`config.mk`:
```
export PLATFORM = sky130hd
export DESIGN_NAME = enc_serial_readout
export DESIGN_NICKNAME = d
export VERILOG_FILES = /design/src/rtl/enc_ser_pkg.sv /design/src/rtl/enc_sync.sv /design/src/rtl/enc_rise_det.sv /design/src/rtl/enc_shift_core.sv /design/src/rtl/enc_serial_readout.sv
export SDC_FILE = /design/constraint.sdc
export NUM_CORES = 1
export LEC_CHECK = 0
export CAP_MARGIN = 10
export CELL_PAD_IN_SITES_DETAIL_PLACEMENT = 1
export CELL_PAD_IN_SITES_GLOBAL_PLACEMENT = 1
export CORE_MARGIN = 1
export CORE_UTILIZATION = 40
export CTS_BUF_LIST = sky130_fd_sc_hd__clkbuf_8 sky130_fd_sc_hd__clkbuf_16
export CTS_CLUSTER_SIZE = 12
export DETAILED_ROUTE_END_ITERATION = 12
export GPL_TIMING_DRIVEN = 1
export PLACE_DENSITY_LB_ADDON = 0.2
export RECOVER_POWER = 25
export SYNTH_ARGS = -nofsm -noshare
export SYNTH_HDL_FRONTEND = slang
export SYNTH_HIERARCHICAL = 1
export SYNTH_SLANG_ARGS = --single-unit
export TNS_END_PERCENT = 100
```
`constraint.sdc`:
```
create_clock -name clk -period 1.7 [get_ports clk]
set_input_delay 0.51 -clock clk [delete_from_list [all_inputs] [get_ports clk]]
set_output_delay 0.51 -clock clk [all_outputs]
set_load 0.005 [all_outputs]
```
`src/rtl/enc_ser_pkg.sv`:
```
package enc_ser_pkg;

   typedef enum logic {
      MODE_SHIFT = 1'b0,
      MODE_LOAD  = 1'b1
   } ser_mode_e;

   localparam int unsigned MIN_SYNC_STAGES = 2;

endpackage

```
`src/rtl/enc_sync.sv`:
```
module enc_sync #(
   parameter int unsigned WIDTH  = 1,
   parameter int unsigned STAGES = 2
) (
   input  logic             clk,
   input  logic             rst_n,
   input  logic [WIDTH-1:0] d,
   output logic [WIDTH-1:0] q
);
   initial begin
      if (STAGES < enc_ser_pkg::MIN_SYNC_STAGES)
         $error("enc_sync: STAGES must be at least 2");
      if (WIDTH < 1)
         $error("enc_sync: WIDTH must be at least 1");
   end

   logic [WIDTH-1:0] chain [STAGES];

   genvar gi;
   generate
      for (gi = 0; gi < STAGES; gi++) begin : g_stage
         if (gi == 0) begin : g_first
            always_ff @(posedge clk or negedge rst_n) begin
               if (!rst_n) chain[gi] <= '0;
               else        chain[gi] <= d;
            end
         end else begin : g_next
            always_ff @(posedge clk or negedge rst_n) begin
               if (!rst_n) chain[gi] <= '0;
               else        chain[gi] <= chain[gi-1];
            end
         end
      end
   endgenerate

   assign q = chain[STAGES-1];
endmodule

```
`src/rtl/enc_rise_det.sv`:
```
module enc_rise_det (
   input  logic clk,
   input  logic rst_n,
   input  logic lvl,
   output logic pulse
);
   logic lvl_q;

   always_ff @(posedge clk or negedge rst_n) begin
      if (!rst_n) lvl_q <= 1'b0;
      else        lvl_q <= lvl;
   end

   assign pulse = lvl & ~lvl_q;
endmodule

```
`src/rtl/enc_shift_core.sv`:
```
module enc_shift_core
   import enc_ser_pkg::*;
#(
   parameter int unsigned WORD_W  = 16,
   parameter bit          FLIP_EN = 1'b1
) (
   input  logic              clk,
   input  logic              rst_n,
   input  ser_mode_e         mode,
   input  logic              shift_en,
   input  logic [WORD_W-1:0] par_word,
   input  logic              flip,
   input  logic              ser_in,
   output logic [WORD_W-1:0] shreg
);
   initial begin
      if (WORD_W < 2)
         $error("enc_shift_core: WORD_W must be at least 2");
   end

   localparam int unsigned TOP = WORD_W - 1;

   logic [WORD_W-1:0] cap_word;

   generate
      if (FLIP_EN) begin : g_flip
         assign cap_word = {par_word[TOP] ^ flip, par_word[TOP-1:0]};
      end else begin : g_plain
         logic unused_flip;
         assign unused_flip = flip;
         assign cap_word    = par_word;
      end
   endgenerate

   always_ff @(posedge clk or negedge rst_n) begin
      if (!rst_n) begin
         shreg <= '0;
      end else if (mode == MODE_LOAD) begin
         shreg <= cap_word;
      end else if (shift_en) begin
         shreg <= {shreg[TOP-1:0], ser_in};
      end
   end
endmodule

```
`src/rtl/enc_serial_readout.sv`:
```
module enc_serial_readout
   import enc_ser_pkg::*;
#(
   parameter int unsigned WORD_W      = 16,
   parameter int unsigned SYNC_STAGES = 2,
   parameter bit          FLIP_EN     = 1'b1
) (
   input  logic              clk,
   input  logic              rst_n,
   input  logic [WORD_W-1:0] pos_word,
   input  logic              ld_mode,
   input  logic              sclk,
   input  logic              sdin,
   input  logic              msb_flip,
   output logic              sdout
);
   initial begin
      if (WORD_W < 2)
         $error("enc_serial_readout: WORD_W must be at least 2");
      if (SYNC_STAGES < MIN_SYNC_STAGES)
         $error("enc_serial_readout: SYNC_STAGES too small");
   end

   localparam int unsigned N_ASYNC = 3;

   logic [N_ASYNC-1:0] async_in;
   logic [N_ASYNC-1:0] sync_out;
   logic               ld_s;
   logic               sclk_s;
   logic               sdin_s;
   logic               shift_en;
   ser_mode_e          mode;
   logic [WORD_W-1:0]  shreg;

   assign async_in = {ld_mode, sclk, sdin};

   enc_sync #(
      .WIDTH  (N_ASYNC),
      .STAGES (SYNC_STAGES)
   ) u_sync (
      .clk   (clk),
      .rst_n (rst_n),
      .d     (async_in),
      .q     (sync_out)
   );

   assign {ld_s, sclk_s, sdin_s} = sync_out;
   assign mode = ld_s ? MODE_LOAD : MODE_SHIFT;

   enc_rise_det u_rise (
      .clk   (clk),
      .rst_n (rst_n),
      .lvl   (sclk_s),
      .pulse (shift_en)
   );

   enc_shift_core #(
      .WORD_W  (WORD_W),
      .FLIP_EN (FLIP_EN)
   ) u_core (
      .clk      (clk),
      .rst_n    (rst_n),
      .mode     (mode),
      .shift_en (shift_en),
      .par_word (pos_word),
      .flip     (msb_flip),
      .ser_in   (sdin_s),
      .shreg    (shreg)
   );

   assign sdout = shreg[WORD_W-1];
endmodule

```
Yosys cells after proc, flatten, opt, wreduce, memory -nomap -nowiden
Index checks and enable logic that the tools add are counted.
Widths: inputs -> output; s select.
{"block": "word_totals", "register_bits": 23, "in_bits": 22, "out_inout_bits": 1, "word_cells": 11}
{"block": "op_classes", "muxes": 3, "bitwise_logic": 3, "n_reduce_logical": 1}
{"cell": "$mux 16", "count": 2}
{"cell": "$reduce_bool 2->1", "count": 1}
{"cell": "$and 1x1->1", "count": 1}
{"cell": "$mux 1", "count": 1}
{"cell": "$not 1->1", "count": 1}
{"cell": "$xor 1x1->1", "count": 1}

Depth between registers and ports, before layout
{"block": "depth", "ltp_word": 4, "ltp_mapped": 6, "depth_no_buf": 3}

Modules after synthesis
Netlist, hierarchy kept.
{"mod": "enc_shift_core", "n_inst": 1, "cells_per_inst": 69, "area_each_um2": 755.7, "seq_area_each_um2": 400.4}
{"mod": "enc_sync", "n_inst": 1, "cells_per_inst": 9, "area_each_um2": 172.7, "seq_area_each_um2": 150.1}
{"mod": "enc_rise_det", "n_inst": 1, "cells_per_inst": 2, "area_each_um2": 38.8, "seq_area_each_um2": 25.0}

Least setup slack after synthesis
OpenSTA, ideal clock, no wires.
{"block": "synth_path", "path_type": "flip-flop to flip-flop", "start": "register u_sync.chain, in the netlist u_sync/q[1]", "end": "register u_core.shreg[15]", "setup_ns": 0.126, "arrival_ns": 1.040, "required_ns": 1.574, "slack_ns": 0.534, "stages_incl_launch_ff": 7, "path_buffers": 3, "synth_period_minus_slack_ns": 1.166, "cell_sequence": "dfrtp_1 > buf_4 > nor2b_4 > buf_6 > buf_12 > mux2i_1 > mux2i_1"}
{"block": "synth_between", "elab_chain_len": 2}
{"item": "start, declared", "line_no": "enc_sync.sv:17", "source": "logic [WIDTH-1:0] chain [STAGES];"}
{"item": "start signal, assigned by index", "line_no": "enc_sync.sv:30", "source": "else chain[gi] <= chain[gi-1];"}
{"item": "$and 1x1->1", "line_no": "enc_rise_det.sv:14", "source": "assign pulse = lvl & ~lvl_q;"}
{"item": "via shift_en", "line_no": "enc_serial_readout.sv:31", "source": "logic shift_en;"}
{"item": "$reduce_bool 2->1 (no source line)"}
{"item": "end signal, assigned", "line_no": "enc_shift_core.sv:39", "source": "shreg <= cap_word;"}
{"item": "end signal, assigned", "line_no": "enc_shift_core.sv:41", "source": "shreg <= {shreg[TOP-1:0], ser_in};"}
{"item": "end, declared", "line_no": "enc_shift_core.sv:14", "source": "output logic [WORD_W-1:0] shreg"}
The timed path passes the listed nets, and every way through them passes these cells.
A chain may end at the register's enable or synchronous reset.

Final worst setup path
{"block": "layout_path", "start": "register u_core.shreg[15]", "end": "output sdout"}
{"item": "end, declared", "line_no": "enc_serial_readout.sv:15", "source": "output logic sdout"}
No word-level cell between the ends.

==> metrics.yaml <==
run_status:
  status: "completed"
clock_tree:
  cts-root-buf: "clkbuf_8"
  hold_buffers: 0
  insertion_delay_ns: 0.26
  path_clk_slew_ns: 0.08
  post_cts_buffers: 0
  ctsResizeCount: 0
  cts_buffer_depth: 2
  cts_buffers: 3
  clock_sinks: 23
  cts_tree: "built"
  h-tree-depth: 1
sta:
  finalMaxSlewViolations: 0
  hold_viol_final: 0
  setup_slack_ns: 0.0798
  layout_min_cycle_time_ns: 1.62
  setup_viol: 0
  tns_ns: 0
  fin_skew_ns: 0.00311
  rsz0062_at_grt: "no"
  tightest_slew_ns: 0.571
  max_clock_freq_mhz: 617
  slew_headroom_pct: 61.9
  fin_crit_sh_pct: 95.3
min_path:
  holdPathStages: 0
  hold_class: "reg2reg"
  holdCritStartpoint: "u_sync/chain[4]$_DFF_PN0_"
  min_to: "u_sync/q[1]$_DFF_PN0_"
yosys:
  synth_nets: 102
  ys_seq_area_share_pct: 59.5
  synth_ff_type: "dfrtp_1"
  syn_area_um2: 967
  synth-async-reset-ratio_pct: 100
  synth_top_area_cell: "dfrtp_1"
  avgSynthCellArea_um2: 12.1
  synth_common_cells: "dfrtp_1, mux2i_1, nand2_1"
  synth_edf_count: 0
  synth_top_area_share_pct: 59.5
  yosysMostFrequentCell: "dfrtp_1"
  ys_warn_count: 6
  yosys-top-cells-area: "dfrtp_1, mux2i_1, nand2_1"
  syn_inst: 80
  ys_ff_latch: 23
  synth_cell_types: 12
final_layout:
  drive_gt1_share_pct: 7.92
  nNetsFinal: 124
  diodes: 0
  syn_to_final_growth_pct: 27.8
grt:
  antenna_found_initial: 0
  grt_pass1_wl_um: 3190
  track_usage_pct: 16.7
  grt_max_degree: 24
  grt_pass1_vias: 676
  overflow: 0
die:
  start_util_pct: 42.9
  die-area_um2: 2620
  rows: 17
  core_um2: 2250
  die_h_um: 51.2
  die_w_um: 51.2
  ioPinCount: 23
critical_path:
  reg2reg_to: "u_core/shreg[2]$_DFFE_PN0P_"
  required_ns: 1.19
  critPathBufInv: 1
  worst_r2r_path_depth: 4
  start_kind: "flop"
  crit_path_top_delay_cell: "clkdlybuf4s50_1"
  cpPeakStageDelay_ns: 0.50
  cp_top_family: "buffers and inverters"
  critPathKind: "reg2out"
  reg2reg_from: "u_rise/lvl_q$_DFF_PN0_"
  arrival_ns: 1.11
  endpoint_kind: "output port"
  worstPathCellList: "clkdlybuf4s50_1"
  cp_max_fo: 2
  r2r_slack_ns: 0.42
routing:
  first_iter_violations: 5
  drc: 0
  routed_wirelength_um: 1800
  firstDrtPassIters: 4
  ant_nets: 0
  via_count: 623
  wl_per_cell_um: 14.0
  avgViaCountPerCell: 4.83
placement:
  place_ws_ns: 0.366
  io_buffers: 22
  place_congestion: 0.684
  dpl.hpwl_um: 1200
power_and_ir_drop:
  leakage_uw: 0.000529
  ir_drop_uv: 607
  power_density_nw_per_um2: 913
run:
  maxCapViolations: 0
layout by cell type (no fill, tap or decap), drive strengths merged:
cell           netlist  final
dlygate4sd3          0      4
clkbuf               1      4
mux2i               17     17
xnor2                1      1
clkdlybuf4s50        0     18
dfrtp               23     23
buf                  7      2
clkinvlp             0      1
nor2b                1      1
o21ai               15     15
nand2               15     15
state kept, by name (all words and copies together) (netlist names):
register	cells
u_sync/q	3
u_rise/lvl_q	1
u_core/shreg	16
u_sync/chain	3
metrics by stage:
step                cells  power (uW)  hold slack (ns)  util [%]  cell area, um^2
floorplan              80         716            0.214         -              967
global placement      125         791            0.332      52.8             1190
detailed placement    125         800            0.339      52.8             1190
CTS                   129        1150            0.360      54.9             1240
global route          129        1190            0.364      54.8             1240
finish                129        1130            0.355      54.8             1240
worst max-delay path by stage:
stage,from,to,slack (ns),cells after the start
after floorplan,u_sync/q[1]$_DFF_PN0_,u_core/shreg[15]$_DFFE_PN0P_,0.53,6
after global placement,u_core/shreg[15]$_DFFE_PN0P_,sdout,0.37,1
after detailed placement,u_core/shreg[15]$_DFFE_PN0P_,sdout,0.37,1
after CTS,u_core/shreg[15]$_DFFE_PN0P_,sdout,0.06,1
after global routing,u_core/shreg[15]$_DFFE_PN0P_,sdout,0.04,1
final,u_core/shreg[15]$_DFFE_PN0P_,sdout,0.08,1
metal layers:
metal	track usage, %	share of wire (%)	vias up
li1	-	-	307
met1	22.7	48	305
met2	27.9	50	11
met3	2.68	2.5	0
met4	4.17	0	0
met5	0	0	-
power by group:
part | total [uW] | internal, uW | switching [uW]
Clock | 342 | 165 | 177
Combinational | 161 | 95.2 | 66.2
Sequential | 625 | 596 | 29.5
Total | 1130 | 856 | 273
final cells by class:
cell class              count  area, um^2
flip-flops and latches     23         576
repair buffers             25         253
well taps                  28        35.0
multi-input cells          49         324
fillers                   248        1020
clock buffers               3        41.3
clock inverters             1        7.51
logic make-up after synthesis:
kind of cell              Yosys count  share of synthesized area, %
xor gates and xnor gates            1                         0.906
DFF                                23                          59.5
buffers and inverters               8                          6.99
and+or+nand+nor                    16                          7.24
muxes                              17                          17.6
AOI/OAI and AO/OA                  15                          7.76
(Power assumes the default switching activity.)
